## config.mk

```make
export PLATFORM = sky130hd
export DESIGN_NAME = ccd_seq_top
export DESIGN_NICKNAME = d
export VERILOG_FILES = /design/src/rtl/ccd_seq_pkg.sv /design/src/rtl/ccd_pat_ram.sv /design/src/rtl/ccd_addr_unit.sv /design/src/rtl/ccd_seq_ctrl.sv /design/src/rtl/ccd_seq_top.sv
export SDC_FILE = /design/constraint.sdc
export NUM_CORES = 1
export LEC_CHECK = 0
export BUFFER_PORTS_ARGS = -buffer_cell sky130_fd_sc_hd__buf_4
export CAP_MARGIN = 25
export CORE_AREA = 2 2 271 273
export DETAILED_ROUTE_END_ITERATION = 7
export DIE_AREA = 0 0 273 275
export GPL_ROUTABILITY_DRIVEN = 0
export MAX_ROUTING_LAYER = met4
export PLACE_DENSITY = 0.47
export SLEW_MARGIN = 20
export SYNTH_ARGS = -nofsm -noshare
export SYNTH_HDL_FRONTEND = slang
export SYNTH_SLANG_ARGS = --single-unit
```

## constraint.sdc

```tcl
create_clock -name clk -period 4.3 [get_ports clk]
set_input_delay 1.29 -clock clk [delete_from_list [all_inputs] [get_ports clk]]
set_output_delay 1.29 -clock clk [all_outputs]
set_load 0.02 [all_outputs]
```

## src/rtl/ccd_seq_pkg.sv

```systemverilog
// Package: shared state encoding for the CCD clock sequencer.
// Assumes: imported by the controller and the top module.
package ccd_seq_pkg;
    typedef enum logic [1:0] {
        S_IDLE = 2'd0,
        S_VSEG = 2'd1,
        S_HSEG = 2'd2,
        S_FIN  = 2'd3
    } seq_state_t;
endpackage

```

## src/rtl/ccd_pat_ram.sv

```systemverilog
// Module: single-port synchronous pattern memory with a registered read.
// Assumes: a write and a read never coincide in the same cycle (the address
// unit only writes while idle). Read data is valid one clock after the address.
module ccd_pat_ram #(
    parameter int LINES  = 8,
    parameter int ADDR_W = 6
) (
    input  logic              clk,
    input  logic              rst_n,
    input  logic              we,
    input  logic [ADDR_W-1:0] addr,
    input  logic [LINES-1:0]  wdata,
    output logic [LINES-1:0]  rdata
);
    localparam int DEPTH = 1 << ADDR_W;

    logic [LINES-1:0] mem [DEPTH];

    // Storage write port.
    always_ff @(posedge clk) begin
        if (we) mem[addr] <= wdata;
    end

    // Registered read port.
    always_ff @(posedge clk) begin
        if (!rst_n) rdata <= '0;
        else        rdata <= mem[addr];
    end
endmodule

```

## src/rtl/ccd_addr_unit.sv

```systemverilog
// Module: the one address controller of the pattern memory. It holds the
// host download pointer and picks between that pointer and the playback
// address. Assumes: playback and download never overlap (writes need idle).
module ccd_addr_unit #(
    parameter int ADDR_W = 6
) (
    input  logic              clk,
    input  logic              rst_n,
    input  logic              dl_mode,
    input  logic              host_load,
    input  logic [ADDR_W-1:0] host_addr,
    input  logic              host_we,
    input  logic              busy,
    input  logic              issue,
    input  logic [ADDR_W-1:0] play_addr,
    output logic [ADDR_W-1:0] mem_addr,
    output logic              mem_we
);
    logic [ADDR_W-1:0] ptr_q;
    logic              wr_ok;

    // A host write is accepted only in download mode with the sequencer idle.
    assign wr_ok    = dl_mode && host_we && !busy;
    assign mem_we   = wr_ok;
    assign mem_addr = issue ? play_addr : ptr_q;

    // Download pointer: load from the host, else step after each accepted write.
    always_ff @(posedge clk) begin
        if (!rst_n)         ptr_q <= '0;
        else if (host_load) ptr_q <= host_addr;
        else if (wr_ok)     ptr_q <= ptr_q + 1'b1;
    end

    // an accepted write without a load advances the pointer by exactly one.
    p_ptr_step_r2: assert property (@(posedge clk) disable iff (!rst_n)
        (wr_ok && !host_load) |=> (ptr_q == $past(ptr_q) + 1'b1));

    // no memory write happens outside download mode.
    p_no_write_run_r3: assert property (@(posedge clk) disable iff (!rst_n)
        !dl_mode |-> !mem_we);
endmodule

```

## src/rtl/ccd_seq_ctrl.sv

```systemverilog
// Module: frame sequencer. It captures the configuration at start and walks
// lines -> (vertical segment, pixels -> CCDs -> horizontal segment). For each
// step it issues one memory address. Assumes: length and CCD fields are minus-one
// encoded; a zero pixel or line count ends the frame at once.
module ccd_seq_ctrl
    import ccd_seq_pkg::*;
#(
    parameter int ADDR_W = 6,
    parameter int CNT_W  = 8,
    parameter int SEL_W  = 5
) (
    input  logic              clk,
    input  logic              rst_n,
    input  logic              abort,
    input  logic              start,
    input  logic              dl_mode,
    input  logic [ADDR_W-1:0] v_start,
    input  logic [ADDR_W-1:0] v_len_m1,
    input  logic [ADDR_W-1:0] h_start,
    input  logic [ADDR_W-1:0] h_len_m1,
    input  logic [CNT_W-1:0]  pixels,
    input  logic [CNT_W-1:0]  lines,
    input  logic [SEL_W-1:0]  nccd_m1,
    output logic              issue,
    output logic [ADDR_W-1:0] play_addr,
    output logic [SEL_W-1:0]  issue_sel,
    output logic              busy,
    output logic              done
);
    seq_state_t        state_q;
    logic [ADDR_W-1:0] vs_r, vl_r, hs_r, hl_r, idx_q;
    logic [CNT_W-1:0]  pix_r, lin_r, pix_q, lin_q;
    logic [SEL_W-1:0]  nc_r, ccd_q;
    logic [CNT_W-1:0]  pix_last, lin_last;
    logic              zero_cnt;

    assign pix_last  = pix_r - CNT_W'(1);
    assign lin_last  = lin_r - CNT_W'(1);
    assign zero_cnt  = (pixels == '0) || (lines == '0);
    assign issue     = (state_q == S_VSEG) || (state_q == S_HSEG);
    assign play_addr = ((state_q == S_VSEG) ? vs_r : hs_r) + idx_q;
    assign issue_sel = (state_q == S_HSEG) ? ccd_q : '0;
    assign busy      = (state_q != S_IDLE);

    // Configuration capture on an accepted start.
    always_ff @(posedge clk) begin
        if (!rst_n) begin
            vs_r <= '0; vl_r <= '0; hs_r <= '0; hl_r <= '0;
            pix_r <= '0; lin_r <= '0; nc_r <= '0;
        end else if (state_q == S_IDLE && start && !dl_mode && !abort) begin
            vs_r <= v_start; vl_r <= v_len_m1;
            hs_r <= h_start; hl_r <= h_len_m1;
            pix_r <= pixels; lin_r <= lines; nc_r <= nccd_m1;
        end
    end

    // Loop state machine and nested counters.
    always_ff @(posedge clk) begin
        if (!rst_n || abort) begin
            state_q <= S_IDLE; done <= 1'b0;
            idx_q <= '0; ccd_q <= '0; pix_q <= '0; lin_q <= '0;
        end else begin
            case (state_q)
                S_IDLE: if (start && !dl_mode) begin
                    idx_q <= '0; ccd_q <= '0; pix_q <= '0; lin_q <= '0;
                    done  <= zero_cnt;
                    if (!zero_cnt) state_q <= S_VSEG;
                end
                S_VSEG: if (idx_q == vl_r) begin
                    idx_q   <= '0;
                    state_q <= S_HSEG;
                end else idx_q <= idx_q + 1'b1;
                S_HSEG: if (idx_q != hl_r) idx_q <= idx_q + 1'b1;
                else begin
                    idx_q <= '0;
                    if (ccd_q != nc_r) ccd_q <= ccd_q + 1'b1;
                    else begin
                        ccd_q <= '0;
                        if (pix_q != pix_last) pix_q <= pix_q + 1'b1;
                        else begin
                            pix_q <= '0;
                            if (lin_q == lin_last) state_q <= S_FIN;
                            else begin
                                lin_q   <= lin_q + 1'b1;
                                state_q <= S_VSEG;
                            end
                        end
                    end
                end
                S_FIN: begin
                    state_q <= S_IDLE;
                    done    <= 1'b1;
                end
                default: state_q <= S_IDLE;
            endcase
        end
    end

    // abort always lands in idle with done low.
    p_abort_idle_r9: assert property (@(posedge clk) disable iff (!rst_n)
        abort |=> (state_q == S_IDLE && !done));

    // the CCD counter never passes the programmed last CCD.
    p_sel_range_r6: assert property (@(posedge clk) disable iff (!rst_n)
        (state_q == S_HSEG) |-> (ccd_q <= nc_r));

    // done is only ever shown while idle.
    p_done_idle_r7: assert property (@(posedge clk) disable iff (!rst_n)
        done |-> (state_q == S_IDLE));

    // a zero-count start raises done on the next clock.
    p_zero_done_r8: assert property (@(posedge clk) disable iff (!rst_n)
        (state_q == S_IDLE && start && !dl_mode && !abort && zero_cnt) |=> done);

    // a start in download mode leaves the sequencer idle.
    p_dl_start_r3: assert property (@(posedge clk) disable iff (!rst_n)
        (state_q == S_IDLE && dl_mode && !abort) |=> (state_q == S_IDLE));
endmodule

```

## src/rtl/ccd_seq_top.sv

```systemverilog
// Module: top of the CCD clock sequencer. It ties the pattern memory, the
// shared address unit and the frame controller together, and aligns the
// CCD select with the one-cycle memory read latency.
// Assumes: clk_out is forced to zero whenever no playback word is valid.
module ccd_seq_top
    import ccd_seq_pkg::*;
#(
    parameter int LINES  = 8,
    parameter int ADDR_W = 6,
    parameter int CNT_W  = 8,
    parameter int SEL_W  = 5
) (
    input  logic              clk,
    input  logic              rst_n,
    input  logic              abort,
    input  logic              dl_mode,
    input  logic              host_load,
    input  logic [ADDR_W-1:0] host_addr,
    input  logic              host_we,
    input  logic [LINES-1:0]  host_data,
    input  logic              start,
    input  logic [ADDR_W-1:0] v_start,
    input  logic [ADDR_W-1:0] v_len_m1,
    input  logic [ADDR_W-1:0] h_start,
    input  logic [ADDR_W-1:0] h_len_m1,
    input  logic [CNT_W-1:0]  pixels,
    input  logic [CNT_W-1:0]  lines,
    input  logic [SEL_W-1:0]  nccd_m1,
    output logic [LINES-1:0]  clk_out,
    output logic [SEL_W-1:0]  ccd_sel,
    output logic              busy,
    output logic              done
);
    logic              issue, mem_we, valid_q;
    logic [ADDR_W-1:0] play_addr, mem_addr;
    logic [SEL_W-1:0]  issue_sel, sel_q;
    logic [LINES-1:0]  rdata;

    ccd_seq_ctrl #(.ADDR_W(ADDR_W), .CNT_W(CNT_W), .SEL_W(SEL_W)) u_ctrl (
        .clk(clk), .rst_n(rst_n), .abort(abort), .start(start), .dl_mode(dl_mode),
        .v_start(v_start), .v_len_m1(v_len_m1), .h_start(h_start), .h_len_m1(h_len_m1),
        .pixels(pixels), .lines(lines), .nccd_m1(nccd_m1),
        .issue(issue), .play_addr(play_addr), .issue_sel(issue_sel),
        .busy(busy), .done(done)
    );

    ccd_addr_unit #(.ADDR_W(ADDR_W)) u_addr (
        .clk(clk), .rst_n(rst_n), .dl_mode(dl_mode), .host_load(host_load),
        .host_addr(host_addr), .host_we(host_we), .busy(busy), .issue(issue),
        .play_addr(play_addr), .mem_addr(mem_addr), .mem_we(mem_we)
    );

    ccd_pat_ram #(.LINES(LINES), .ADDR_W(ADDR_W)) u_ram (
        .clk(clk), .rst_n(rst_n), .we(mem_we), .addr(mem_addr),
        .wdata(host_data), .rdata(rdata)
    );

    // Output alignment: valid flag and CCD select follow the read by one clock.
    always_ff @(posedge clk) begin
        if (!rst_n || abort) begin
            valid_q <= 1'b0;
            sel_q   <= '0;
        end else begin
            valid_q <= issue;
            sel_q   <= issue ? issue_sel : '0;
        end
    end

    assign clk_out = valid_q ? rdata : '0;
    assign ccd_sel = sel_q;

    // once done is up, the clock bus is parked at zero.
    p_done_quiet_r7: assert property (@(posedge clk) disable iff (!rst_n)
        done |-> (clk_out == '0 && ccd_sel == '0));

    // after an abort edge the outputs are silent.
    p_abort_quiet_r9: assert property (@(posedge clk) disable iff (!rst_n)
        abort |=> (clk_out == '0 && !busy));
endmodule

```

==> qor.csv <==
metric,value,unit
ir_drop,0.296,mV
grt_usage,0.201,
clk_latency,610,ps
vias,16300,
rsz0062_at_grt,no,
hold_path_class,reg -> reg,
worstMarginPinSlew,910,ps
critPathTopFamily,compound AO/OA/AOI/OAI gates,
synth_cells,1908,
htree_num_levels,3,
cts_root_buffer,clkbuf_16,
setup.worst_path.start,u_ctrl.state_q[1],
routed_wl,73.1,mm
initial_utilization,0.346,
firstDrtPassIters,5,
timing.slew.headroom,0.393,
yosys_register_bits,607,
endpoint,u_ram.mem[56][0],
status,completed,
path_common_cell,buf_4,
core_area,72300,um^2
cpPeakStageDelay,460,ps
first_global_vias,16100,
synth_top_area_cell,edfxtp_1,
yosysMostFrequentCell,edfxtp_1,
ys_async_sr_fraction,0,
drv_slew,0,
fmax,245,MHz
ant_nets,0,
cts_setup_buffers,0,
worstSetupPathType,reg -> reg,
tns,0,ps
nets,2182,
synth_edf_count,512,
rr_startpoint,u_ctrl.state_q[1],
nFillCells,6776,
syn2layout_area_growth,19.1,%
die_w,273,um
placed_area,27600,um^2
drcViolationCount,0,
startpoint_type,flip-flop,
cts_tree,yes,
post_drt_wl_per_cell,23.5,um
avgSynthCellArea,13.1,um^2
hold_depth,2,
critPathMaxFanout,8,
cp_cell_sequence,inv_1 -> ha_1 -> buf_4 -> mux2_2 -> ha_1 -> nor2b_1 -> o21a_1 -> o21ai_1 -> a31o_1 -> buf_4 -> nand3_1 -> nor2_1 -> buf_4,
drive_gt1_frac,0.170,
synth.top_cells.by_count,"edfxtp_1 (512), nand2_1 (410), nor2_1 (117), dfxtp_1 (95), nand3_1 (92)",
io_buffers,80,
synth_area,25100,um^2
seq_area_frac_synth,0.689,
dieArea,75100,um^2
yosysWarnings,0,
p_per_area,445,nW/um^2
power_leakage,10.5,nW
syn-num-nets,1995,
ff2ff_path_depth,13,
required,4600,ps
dp_hpwl,46.3,mm
ctsLongestPathBuffers,3,
post-route-min-period,4090,ps
final_cell_area,29900,um^2
setup-violations-final,0,
cp_num_buf_inv,4,
endpoint_kind,flip-flop,
synth_top_area_frac,0.614,
cts_made_buffers,69,
r2r_end,u_ram.mem[56][0],
cts_hold_buf,0,
die_height,275,um
clock-sinks,607,
clock_skew,37.7,ps
grt_max_degree,65,
overflow,0,
grt_pass1_wl,108,mm
ys_types,65,
io_pins,81,
num_rows,99,
grt_antenna_before_repair,0,
synth_area_leaders,"edfxtp_1 (61%), dfxtp_1 (7.6%), nand2_1 (6.1%)",
arrival,4390,ps
synth_ff_type,edfxtp_1,
hold_violations,0,
vias_per_cell,5.25,
drt_iter0_drc,1348,
r2r_setup_slack,210,ps
critical-path-slowest-cell,a31o_1,
cap_violations,0,
clkSlewWorstSetupHoldPaths,60,ps
worstSetupPathDepth,13,
period_share,0.951,
==> tightest hold or removal path: cells and delay by family (launching register included) <==
| kind | cells | cell delay (ps) |
|---|---|---|
| flip-flops | 1 | 310 |
| AO/OA/AOI/OAI | 1 | 60 |
| AND/OR/NAND/NOR | 1 | 50 |
==> per-stage QoR <==
stage	std cells	util	worst slack, ps	hold WS (ps)	total power, mW
6_report	3112	0.413	211	463	13.3
5_1_grt	3111	0.413	22.9	492	13.7
3_5_place_dp	2983	0.382	171	459	7.63
2_1_floorplan	1908	-	474	440	7.11
3_3_place_gp	2983	0.382	183	456	7.63
4_1_cts	3111	0.413	149	467	13.4
==> state kept, by name (all words and copies together), names as in the netlist, 6 cells and up <==
name / count
u_ram.rdata: 8
u_ctrl.pix_q: 8
u_ctrl.lin_r: 8
u_ctrl.lin_q: 8
u_ctrl.idx_q: 6
u_ctrl.vl_r: 6
u_ctrl.vs_r: 6
u_ctrl.hs_r: 6
u_addr.ptr_q: 6
u_ram.mem: 512
u_ctrl.pix_r: 8
u_ctrl.hl_r: 6
==> logic make-up after synthesis <==
group / share of synthesized area
simple gates: 0.126
flops: 0.689
compound gates: 0.0704
buf+inv: 0.0187
mux: 0.0609
xor+xnor: 0.0234
fa+ha+maj: 0.0108
==> per-layer routing <==
metal  GRT usage  share of wire  vias up
met5           -              0        -
met4      0.0535          0.024        0
met3      0.0381          0.069      121
met2       0.300           0.45      552
met1       0.280           0.46     8184
li1            -              -     7471
==> placed cells by master (no fill, tap or decap), types with 6 or more instances in the layout <==
cell       count
clkinv_1       9
o221ai_1       6
and3_1        20
buf_4        210
clkbuf_1      24
xor2_1        27
edfxtp_1     512
nor2_1       115
mux2_2         6
and2_1        19
a32oi_1       16
mux4_2        30
or4_1          6
nor3_1        10
nand4_1       18
a311oi_1      12
dfxtp_1       95
o21ai_1        9
nand3_1       92
nor4_1        14
clkbuf_8       7
o21ai_0       14
o22ai_1       23
clkbuf_16     70
a31oi_1       21
nand2_1      410
a21oi_1       57
ha_1          20
a21boi_0      45
a211oi_1       9
buf_12         6
inv_1         12
mux2i_1       74
xnor2_1       40
==> cell type report <==
type | instances | area (um^2) | share of cell area
diodes | 1 | 2.50 | 0.0000838
clock buffers | 101 | 1940 | 0.0649
clock inverters | 27 | 300 | 0.0101
inverters | 13 | 48.8 | 0.00163
multi-input cells | 1187 | 7380 | 0.247
flip-flops and latches | 607 | 17300 | 0.579
well taps | 959 | 1200 | 0.0402
repair buffers | 217 | 1710 | 0.0572
==> worst min-delay path by stage <==
stage	start	slack [ps]	endpoint
after floorplan	u_ctrl.vs_r[0]	440	u_ctrl.vs_r[0]
after global placement	u_ctrl.vs_r[3]	460	u_ctrl.vs_r[3]
after detailed placement	u_ctrl.vs_r[3]	460	u_ctrl.vs_r[3]
after CTS	u_ctrl.vs_r[3]	470	u_ctrl.vs_r[3]
after global routing	u_ctrl.hs_r[5]	490	u_ctrl.hs_r[5]
final	u_ctrl.vs_r[3]	460	u_ctrl.vs_r[3]
==> where the power goes <==
| group | switching [mW] | internal, mW | leakage, nW |
|---|---|---|---|
| clock | 2.40 | 3.40 | 1.08 |
| sequential | 0.0298 | 6.42 | 5.37 |
| combinational | 0.687 | 0.365 | 4.04 |
| total | 3.11 | 10.2 | 10.5 |
==> repair_timing <==
action / CTS / global route
endpoints found under the hold margin: 0 / 0
endpoints found under the setup margin: 0 / 10
resized for setup: 0 / 5
(Power assumes the default switching activity.)
